**src/rtl/mm_pkg.sv**
```systemverilog
package mm_pkg;

  // Control word bit positions (the fields the sequencer decodes)
  localparam int CTL_ENABLE  = 0;
  localparam int CTL_HALF    = 1;
  localparam int CTL_SWAP    = 2;
  localparam int CTL_OBSERVE = 3;
  localparam int CTL_PACED   = 4;
  localparam int CTL_W       = 5;

  localparam int DESC_WORDS  = 4;
  localparam int DESC_BYTES  = DESC_WORDS * 4;

  typedef struct packed {
    logic paced;
    logic observe;
    logic swap;
    logic half;
    logic enable;
  } ctl_t;

  typedef enum logic [2:0] {
    ST_IDLE,
    ST_FREQ,
    ST_FDAT,
    ST_CHAIN,
    ST_PACE,
    ST_XRD,
    ST_XWR,
    ST_REARM
  } seq_state_e;

  function automatic logic [31:0] swap_word(input logic [31:0] w, input logic half);
    if (half) swap_word = {w[31:16], w[7:0], w[15:8]};
    else      swap_word = {w[7:0], w[15:8], w[23:16], w[31:24]};
  endfunction

endpackage

```
**src/rtl/mm_desc_regs.sv**
```systemverilog
module mm_desc_regs #(
  parameter int ADDR_W = 32,
  parameter int CNT_W  = 32
) (
  input  logic                clk,
  input  logic                rst_n,
  input  logic                pc_set,
  input  logic [ADDR_W-1:0]   pc_set_val,
  input  logic                word_cap,
  input  logic [31:0]         rdata,
  input  logic                rearm,
  input  logic                cnt_load,
  input  logic                cnt_dec,
  output logic [ADDR_W-1:0]   pc,
  output logic [ADDR_W-1:0]   fetch_addr,
  output logic                last_word,
  output logic [ADDR_W-1:0]   src_addr,
  output logic [ADDR_W-1:0]   dst_addr,
  output mm_pkg::ctl_t        ctl,
  output logic                cnt_zero,
  output logic                last_xfer
);
  import mm_pkg::*;

  localparam int IDX_W  = $clog2(DESC_WORDS);
  localparam int ADDR_WORDS = DESC_WORDS - 1;   // words held at full width
  localparam logic [IDX_W-1:0] LAST_IDX = IDX_W'(DESC_WORDS - 1);

  logic [ADDR_W-1:0] pc_q, pc_d;
  logic [IDX_W-1:0]  idx_q, idx_d;
  logic [CNT_W-1:0]  rem_q, rem_d;
  logic [31:0]       word_q [ADDR_WORDS];
  ctl_t              ctl_q;

  assign last_word = (idx_q == LAST_IDX);

  // next-state
  always_comb begin
    pc_d = pc_q;
    if (pc_set)                     pc_d = pc_set_val;
    else if (word_cap && last_word) pc_d = pc_q + ADDR_W'(DESC_BYTES);
  end

  always_comb begin
    idx_d = idx_q;
    if (rearm)         idx_d = '0;
    else if (word_cap) idx_d = idx_q + 1'b1;
  end

  always_comb begin
    rem_d = rem_q;
    if (cnt_load)     rem_d = word_q[2][CNT_W-1:0];
    else if (cnt_dec) rem_d = rem_q - 1'b1;
  end

  // registers
  always_ff @(posedge clk or negedge rst_n) begin
    if (!rst_n) begin
      pc_q  <= '0;
      idx_q <= '0;
      rem_q <= '0;
    end else begin
      pc_q  <= pc_d;
      idx_q <= idx_d;
      rem_q <= rem_d;
    end
  end

  for (genvar gi = 0; gi < ADDR_WORDS; gi++) begin : g_word
    always_ff @(posedge clk or negedge rst_n) begin
      if (!rst_n)                                   word_q[gi] <= '0;
      else if (word_cap && idx_q == IDX_W'(gi))     word_q[gi] <= rdata;
    end
  end

  always_ff @(posedge clk or negedge rst_n) begin
    if (!rst_n)                        ctl_q <= '0;
    else if (word_cap && last_word)    ctl_q <= ctl_t'(rdata[CTL_W-1:0]);
  end

  assign pc         = pc_q;
  assign fetch_addr = pc_q + {idx_q, 2'b00};
  assign src_addr   = word_q[0][ADDR_W-1:0];
  assign dst_addr   = word_q[1][ADDR_W-1:0];
  assign ctl        = ctl_q;
  assign cnt_zero   = (word_q[2][CNT_W-1:0] == '0);
  assign last_xfer  = (rem_q == CNT_W'(1));

endmodule

```
**src/rtl/mm_xfer_path.sv**
```systemverilog
module mm_xfer_path #(
  parameter int          ADDR_W  = 32,
  parameter logic [31:0] PC_ADDR = 32'h0000_FFF0
) (
  input  mm_pkg::ctl_t       ctl,
  input  logic [ADDR_W-1:0]  dst_addr,
  input  logic [31:0]        rdata,
  output logic [31:0]        wdata,
  output logic [3:0]         be,
  output logic               to_pc,
  output logic [ADDR_W-1:0]  jump_pc
);
  import mm_pkg::*;

  logic [31:0] swapped;

  always_comb begin
    swapped = ctl.swap ? swap_word(rdata, ctl.half) : rdata;
    if (ctl.half) begin
      wdata = {16'h0000, swapped[15:0]};
      be    = 4'b0011;
    end else begin
      wdata = swapped;
      be    = 4'b1111;
    end
  end

  assign to_pc   = (dst_addr == PC_ADDR[ADDR_W-1:0]);
  assign jump_pc = wdata[ADDR_W-1:0];

endmodule

```
**src/rtl/mm_seq_fsm.sv**
```systemverilog
module mm_seq_fsm (
  input  logic               clk,
  input  logic               rst_n,
  input  logic               start,
  input  logic               halt_req,
  input  logic               pace_req,
  input  logic               last_word,
  input  mm_pkg::ctl_t       ctl,
  input  logic               cnt_zero,
  input  logic               last_xfer,
  output mm_pkg::seq_state_e state
);
  import mm_pkg::*;

  seq_state_e st_q, st_d;

  always_comb begin
    st_d = st_q;
    unique case (st_q)
      ST_IDLE:  if (start) st_d = ST_FREQ;
      ST_FREQ:  st_d = ST_FDAT;
      ST_FDAT:  st_d = last_word ? ST_CHAIN : ST_FREQ;
      ST_CHAIN: begin
        if (!ctl.enable)   st_d = ST_IDLE;
        else if (cnt_zero) st_d = ST_REARM;
        else if (ctl.paced) st_d = ST_PACE;
        else               st_d = ST_XRD;
      end
      ST_PACE:  if (pace_req) st_d = ST_XRD;
      ST_XRD:   st_d = ST_XWR;
      ST_XWR: begin
        if (last_xfer)      st_d = ST_REARM;
        else if (ctl.paced) st_d = ST_PACE;
        else                st_d = ST_XRD;
      end
      ST_REARM: st_d = halt_req ? ST_IDLE : ST_FREQ;
      default:  st_d = ST_IDLE;
    endcase
  end

  always_ff @(posedge clk or negedge rst_n) begin
    if (!rst_n) st_q <= ST_IDLE;
    else        st_q <= st_d;
  end

  assign state = st_q;

endmodule

```
**src/rtl/mm_move_engine.sv**
```systemverilog
module mm_move_engine #(
  parameter int          ADDR_W  = 32,
  parameter int          CNT_W   = 32,
  parameter logic [31:0] PC_ADDR = 32'h0000_FFF0
) (
  input  logic              clk,
  input  logic              rst_n,
  input  logic              start,
  input  logic [ADDR_W-1:0] start_pc,
  input  logic              halt_req,
  input  logic              pace_req,
  output logic              bus_en,
  output logic              bus_we,
  output logic [ADDR_W-1:0] bus_addr,
  output logic [31:0]       bus_wdata,
  output logic [3:0]        bus_be,
  input  logic [31:0]       bus_rdata,
  output logic              obs_valid,
  output logic [31:0]       obs_data,
  output logic              running,
  output logic [ADDR_W-1:0] pc_out
);
  import mm_pkg::*;

  seq_state_e        state;
  ctl_t              ctl;
  logic [ADDR_W-1:0] pc, fetch_addr, src_addr, dst_addr, jump_pc, pc_set_val;
  logic              last_word, cnt_zero, last_xfer, to_pc;
  logic              go, pc_set, word_cap, rearm, cnt_load, cnt_dec;
  logic [31:0]       wdata;
  logic [3:0]        be;

  assign go         = (state == ST_IDLE) && start;
  assign word_cap   = (state == ST_FDAT);
  assign cnt_load   = (state == ST_CHAIN);
  assign cnt_dec    = (state == ST_XWR);
  assign rearm      = go || (state == ST_REARM);
  assign pc_set     = go || ((state == ST_XWR) && to_pc);
  assign pc_set_val = go ? start_pc : jump_pc;

  mm_seq_fsm u_fsm (
    .clk       (clk),
    .rst_n     (rst_n),
    .start     (start),
    .halt_req  (halt_req),
    .pace_req  (pace_req),
    .last_word (last_word),
    .ctl       (ctl),
    .cnt_zero  (cnt_zero),
    .last_xfer (last_xfer),
    .state     (state)
  );

  mm_desc_regs #(.ADDR_W(ADDR_W), .CNT_W(CNT_W)) u_desc (
    .clk        (clk),
    .rst_n      (rst_n),
    .pc_set     (pc_set),
    .pc_set_val (pc_set_val),
    .word_cap   (word_cap),
    .rdata      (bus_rdata),
    .rearm      (rearm),
    .cnt_load   (cnt_load),
    .cnt_dec    (cnt_dec),
    .pc         (pc),
    .fetch_addr (fetch_addr),
    .last_word  (last_word),
    .src_addr   (src_addr),
    .dst_addr   (dst_addr),
    .ctl        (ctl),
    .cnt_zero   (cnt_zero),
    .last_xfer  (last_xfer)
  );

  mm_xfer_path #(.ADDR_W(ADDR_W), .PC_ADDR(PC_ADDR)) u_xfer (
    .ctl      (ctl),
    .dst_addr (dst_addr),
    .rdata    (bus_rdata),
    .wdata    (wdata),
    .be       (be),
    .to_pc    (to_pc),
    .jump_pc  (jump_pc)
  );

  // bus steering
  always_comb begin
    bus_en    = 1'b0;
    bus_we    = 1'b0;
    bus_addr  = fetch_addr;
    bus_wdata = wdata;
    bus_be    = be;
    unique case (state)
      ST_FREQ: bus_en = 1'b1;
      ST_XRD: begin
        bus_en   = 1'b1;
        bus_addr = src_addr;
      end
      ST_XWR: begin
        bus_en   = !to_pc;
        bus_we   = !to_pc;
        bus_addr = dst_addr;
      end
      default: ;
    endcase
  end

  assign obs_valid = (state == ST_XWR) && ctl.observe;
  assign obs_data  = wdata;
  assign running   = (state != ST_IDLE);
  assign pc_out    = pc;

endmodule

```
**config.mk**
```make
export PLATFORM = sky130hd
export DESIGN_NAME = mm_move_engine
export DESIGN_NICKNAME = d
export VERILOG_FILES = /design/src/rtl/mm_pkg.sv /design/src/rtl/mm_desc_regs.sv /design/src/rtl/mm_xfer_path.sv /design/src/rtl/mm_seq_fsm.sv /design/src/rtl/mm_move_engine.sv
export SDC_FILE = /design/constraint.sdc
export NUM_CORES = 1
export LEC_CHECK = 0
export ABC_CLOCK_PERIOD_IN_PS = 3200
export BUFFER_PORTS_ARGS = -buffer_cell sky130_fd_sc_hd__buf_2
export CAP_MARGIN = 20
export CORE_UTILIZATION = 40
export CTS_CLUSTER_DIAMETER = 120
export DETAILED_ROUTE_END_ITERATION = 8
export PLACE_DENSITY = 0.72
export SYNTH_ARGS = -nofsm -noshare
export SYNTH_HDL_FRONTEND = slang
export SYNTH_SLANG_ARGS = --single-unit
```
**constraint.sdc**
```tcl
create_clock -name clk -period 3.2 [get_ports clk]
set_input_delay 0.16 -clock clk [delete_from_list [all_inputs] [get_ports clk]]
set_output_delay 0.16 -clock clk [all_outputs]
set_load 0.1 [all_outputs]
```
* Yosys cells after proc, flatten, opt, wreduce, memory -nomap -nowiden
Index checks and enable logic that the tools add are counted.
Word-level totals: logic and storage cells 72, output and inout port bits 136, register bits 170, input bits 69
Operators by class: add/subtract/negate cells 4, mux-type cells 23, eq/ne operators 14, reductions and logical operators 19
Operators by type and width (count):
- $mux W32 | 8
- $pmux W32 S2 | 1
- $add A32 B4 Y32 | 1
- $add A32 B5 Y32 const B | 1
- $eq A32 B1 Y1 const B | 1
- $eq A32 B16 Y1 const B | 1
- $logic_not A32 Y1 | 1
- $sub A32 B1 Y32 const B | 1
- $pmux W3 S8 | 1
- $mux W3 | 5
- $eq A3 B3 Y1 const B | 4
- $logic_and A1 B1 Y1 | 7
- $eq A3 B2 Y1 const B | 2
- $mux W2 | 3
- $reduce_bool A2 Y1 | 3
- $eq A2 B2 Y1 const B | 2
- $mux W4 | 1
- $ne A2 B2 Y1 const B | 2
- $eq A3 B1 Y1 const B | 1
- $logic_not A3 Y1 | 1
- $mux W1 | 3
- $reduce_bool A3 Y1 | 1
- $add A2 B1 Y2 const B | 1
- $eq A2 B1 Y1 const B | 1
- other kinds (6) | 7

* Depth between registers and ports, before layout
depth in word-level cells 5, mapped depth 8, gate-level depth less buffers 8

* Cells and area by module
Synthesis repeated with hierarchy kept, for this count alone.
Second synthesis, totals: cells, all modules 1091, area total of the unflattened synthesis 11031.8 um2
By module, submodules not included:
- mm_desc_regs | cells an instance 769, times used 1, seq. area each 4179.0 um2, area an instance 8495.6 um2
- mm_move_engine | cells an instance 165, times used 1, seq. area each 0.0 um2, area an instance 1442.6 um2
- mm_xfer_path | cells an instance 137, times used 1, seq. area each 0.0 um2, area an instance 897.1 um2
- mm_seq_fsm | cells an instance 20, times used 1, seq. area each 75.1 um2, area an instance 196.4 um2

* Worst setup path before layout
Ideal clock, no wire load.
kind register to output, start point reg u_desc.pc_q[2], in the netlist u_desc.pc[2], end point out bus_addr[20], path buffers 0, slack -1.645 ns, data required time 3.040 ns, arrival 4.685 ns, cell stages (with the launch flop) 8, path through dfrtp_1 ha_1 inv_1 fa_1 nor4_1 nand4_1 xor2_1 o21ai_0
Between the ends: longest elaborated chain between the ends 2
RTL lines:
- start: declaration | RTL line mm_desc_regs.sv:29 | logic [ADDR_W-1:0] pc_q, pc_d;
- start signal: assignment | RTL line mm_desc_regs.sv:63 | pc_q <= pc_d;
- $add A32 B4 Y32 | RTL line mm_desc_regs.sv:82 | assign fetch_addr = pc_q + {idx_q, 2'b00};
- $pmux W32 S2 | RTL line mm_move_engine.sv:91 | unique case (state)
- end: declaration | RTL line mm_move_engine.sv:14 | output logic [ADDR_W-1:0] bus_addr,
No other way between the ends.

* Worst setup path in the final report
start point reg u_desc.idx_q[0], end point out bus_addr[8]
Between the ends: longest elaborated chain between the ends 2
RTL lines:
- start: declaration | RTL line mm_desc_regs.sv:30 | logic [IDX_W-1:0] idx_q, idx_d;
- start signal: assignment | RTL line mm_desc_regs.sv:64 | idx_q <= idx_d;
- $add A32 B4 Y32 | RTL line mm_desc_regs.sv:82
- $pmux W32 S2 | RTL line mm_move_engine.sv:91
No other way between the ends.

==> results.txt <==
- Flops & latches, synth: 170
- Largest area contributor in the netlist: sky130_fd_sc_hd__dfrtp_1
- Sequential fraction of the synthesis area: 0.413
- Proportion of netlist area held by the largest area contributor: 0.413
- The H-tree was split into 4 levels.
* Arr. time, crit path: 2900 ps
- Area delta synth->final: 25.2%
- The floorplan step defined a die boundary enclosing between 0.02 and 0.03 mm².
* Deepest clock path buffer count: 2
- Period minus WS final: 3060 ps
- Cell with the biggest individual delay on the critical path: sky130_fd_sc_hd__fa_1
* Gpl congestion: 0.927
- Global route overflow: 0
- Die height: 163 µm
- After detailed routing, the total wire length is between 30000 and 40000 µm.
* TritonCTS clock tree: yes
- Largest net degree at the start of global routing: 72
- The netlist uses 75 different library cells.
- For the pin with the worst max-slew slack, the measured transition is 749 ps.
- Type of the tightest min-delay check: in -> reg
* Drc violations: 0
- The run finished with clean final reports.
- Site row count: 58
- Total routing resource utilization after global routing: 0.276
- STA classifies the critical path startpoint as a flip-flop.
* # nets final: around 1300
* Share of post-route cells with drive strength above 1: 0.341
- Measured along the x axis, the die boundary spans 163 µm.
- Number of maximum-capacitance constraint violations: 0
- After clock tree synthesis, the clock-pin slew on the worst setup and hold paths is 70 ps.
* Initial detailed-routing violation count: 909
- Fill cell total of the finished layout: 2299
* Accumulated negative setup slack: 0 ps
- The clock drives 170 sinks.
- During synthesis, Yosys emitted a total of 0 warnings.
- Most instantiated library cell after synthesis: sky130_fd_sc_hd__dfrtp_1
* Most frequently used flop master after synthesis: sky130_fd_sc_hd__dfrtp_1
- The cell family contributing the most delay on the critical path is adder cells.
- The number of antenna violations at the first check in global routing came to 1.
- The first global-routing pass estimated between 50000 and 60000 µm of wire.
- Post-DR wirelength/cell: 22.7 µm
* Maximum clock rate: 327 MHz
* Vias per Instance: 6.05
- Number of hold-slack violations in the final timing report: 0
- 205 I/O pins were placed.
- Number of diodes: 0
- The number of clock buffers added by TritonCTS is 17.
- Required time of the critical path: 3040 ps
- Setup repair after global routing left no endpoint under its margin.
- The first detailed-routing pass took 5 iterations.
- Buffers placed on the I/O ports in this run total 202.
* Max FO, Critical Path: 7
- Clock latency reported for the late side of the worst-skew pair: 440 ps
- DP HPWL: roughly 27000 µm
* Initial Utilization: 0.408
- Critical path, cell by cell: ha_1 -> inv_1 -> fa_1 -> nand4b_1 -> xnor2_2 -> o22a_1 -> o22ai_1 -> a21oi_2 -> buf_4
- Number of standard cells after synthesis: 1078
- Dividing the final minimum period by the clock period gives 0.955.
* Via count: approximately 9600
* Post-route ant nets: 0
- Ranking of synthesized cells by instance count: 170 x sky130_fd_sc_hd__dfrtp_1, 94 x sky130_fd_sc_hd__mux2_2, 92 x sky130_fd_sc_hd__nand2_1
- Number of enable-type register cells in the synthesized netlist: 0
- Setup-failing EPs final: 0
- Largest clock skew in the final design: 11.2 ps
- The number of global-route vias before repair came to between 9000 and 10000.
* Kind of capture point of the worst setup path: output port
- Core box area: 0.0253 mm²
- Post-CTS repair timing setup buffer count: 0
- Yosys attributes the largest share of cell area to sky130_fd_sc_hd__dfrtp_1 41%, sky130_fd_sc_hd__mux2_2 10%, sky130_fd_sc_hd__mux2i_1 3.9%, sky130_fd_sc_hd__nand2_1 3.4%, sky130_fd_sc_hd__o21ai_0 3.1%.
- The synthesized netlist occupies a cell area of between 0.01 and 0.015 mm².
- In this design, the stage delay of the slowest critical-path cell is 510 ps.
- The worst setup path is of the reg -> out kind.
- Cell at the root of the clock tree: sky130_fd_sc_hd__clkbuf_16
- Measured against its own limit, the worst slew margin works out to 0.500.
- The number of pins with negative max-slew slack in the final report came to 0.
- Mean instance size in the synthesized netlist: 9.56 µm²
- Share of synthesized registers carrying an async set or reset: 1.00
- Counting both buffers and inverters, the worst setup path holds a total of 2.
==> cells in the final DEF, fill, tap and decap left out, types with 15 or more instances in the layout <==
cell	Yosys	final
sky130_fd_sc_hd__nor4_1	20	19
sky130_fd_sc_hd__o21ai_4	0	16
sky130_fd_sc_hd__mux2_2	94	94
sky130_fd_sc_hd__clkbuf_16	0	17
sky130_fd_sc_hd__dlygate4sd3_1	0	15
sky130_fd_sc_hd__o21ai_0	63	37
sky130_fd_sc_hd__inv_1	22	22
sky130_fd_sc_hd__xor2_1	23	23
sky130_fd_sc_hd__xnor2_1	20	19
sky130_fd_sc_hd__o211ai_1	16	16
sky130_fd_sc_hd__nand4_1	25	25
sky130_fd_sc_hd__mux2i_1	40	40
sky130_fd_sc_hd__nor2_1	68	68
sky130_fd_sc_hd__a22oi_1	26	26
sky130_fd_sc_hd__buf_4	36	35
sky130_fd_sc_hd__buf_12	0	29
sky130_fd_sc_hd__buf_2	24	176
sky130_fd_sc_hd__a31oi_1	17	16
sky130_fd_sc_hd__nand3_1	39	39
sky130_fd_sc_hd__nand2_1	92	92
sky130_fd_sc_hd__nor3_1	29	29
sky130_fd_sc_hd__a21oi_1	46	41
sky130_fd_sc_hd__dfrtp_1	170	166
==> cell type report <==
| type | instances | area, µm² | area share |
|---|---|---|---|
| clock buffers | 20 | 467 | 0.0362 |
| clock inverters | 12 | 130 | 0.0101 |
| inverters | 22 | 82.6 | 0.00640 |
| multi-input cells | 773 | 5660 | 0.439 |
| flip-flops and latches | 170 | 4260 | 0.330 |
| well taps | 330 | 413 | 0.0320 |
| repair buffers | 257 | 1890 | 0.147 |
==> repair_timing <==
item / 4_1_cts / 5_1_grt
gates resized for setup: 1 / 3
setup endpoints to repair: 1 / 3
hold endpoints to repair: 82 / 0
hold buffers: 15 / 0
==> layer usage <==
layer,wire [µm],vias up,global-route usage
li1,-,4277,-
met1,14500,4670,0.357
met2,17200,545,0.447
met3,2660,94,0.0425
met4,1590,0,0.139
met5,0,-,0
==> sequential cells by signal, summed over array words and instances (netlist names) <==
signal,cells
u_desc.ctl,5
u_fsm.state,3
u_desc.pc,32
u_desc.idx_q,2
u_desc.dst_addr,32
u_desc.rem_q,32
u_desc.src_addr,32
u_desc.word_q,32
==> path summary, 6_finish.rpt <==
check | start | end | slack, ps | cells after the start
worst max-delay path | u_desc.idx_q[0] | bus_addr[8] | 140 | 9
worst min-delay path | start_pc[24] | u_desc.pc[24] | 8 | 3
worst max register to register | u_desc.dst_addr[26] | u_desc.pc[6] | 700 | 6
worst min register to register | u_desc.ctl[3] | u_desc.ctl[3] | 480 | 2
max in group asynchronous | rst_n | u_desc.src_addr[28] | 1950 | 3
min in group asynchronous | rst_n | u_desc.word_q[16] | 340 | 2
==> worst reg2reg max path, stage by stage (launching register included) <==
cell                       delay [ps]
sky130_fd_sc_hd__dfrtp_1          430
sky130_fd_sc_hd__nor4bb_1         500
sky130_fd_sc_hd__nand4_1          290
sky130_fd_sc_hd__o31ai_4          660
sky130_fd_sc_hd__buf_4            300
sky130_fd_sc_hd__nor2_1            70
sky130_fd_sc_hd__a31oi_1          170
==> stage by stage <==
stage          setup slack, ps  instance area, µm²  hold slack, ps   util  cells
2_1_floorplan             -222               10500            -136      -   1079
5_1_grt                   8.10               12900            36.5  0.511   1584
6_report                   144               12900            7.67  0.511   1584
3_5_place_dp               453               12100             232  0.481   1537
4_1_cts                   83.9               12900            2.96  0.510   1584
3_3_place_gp               510               12100             233  0.481   1537
==> cell families after synthesis <==
kind of cell / Yosys count / share of synthesized area
AO/OA/AOI/OAI: 237 / 0.149
XOR/XNOR: 43 / 0.0365
adder cells (fa/ha/maj): 10 / 0.0129
buffers and inverters: 136 / 0.0671
flip-flops: 170 / 0.413
multiplexers: 134 / 0.142
other: 1 / 0.000364
AND/OR/NAND/NOR: 347 / 0.179
Power is not shown: default switching activity piles up to over one toggle a cycle in this logic, so the estimate is an artifact.
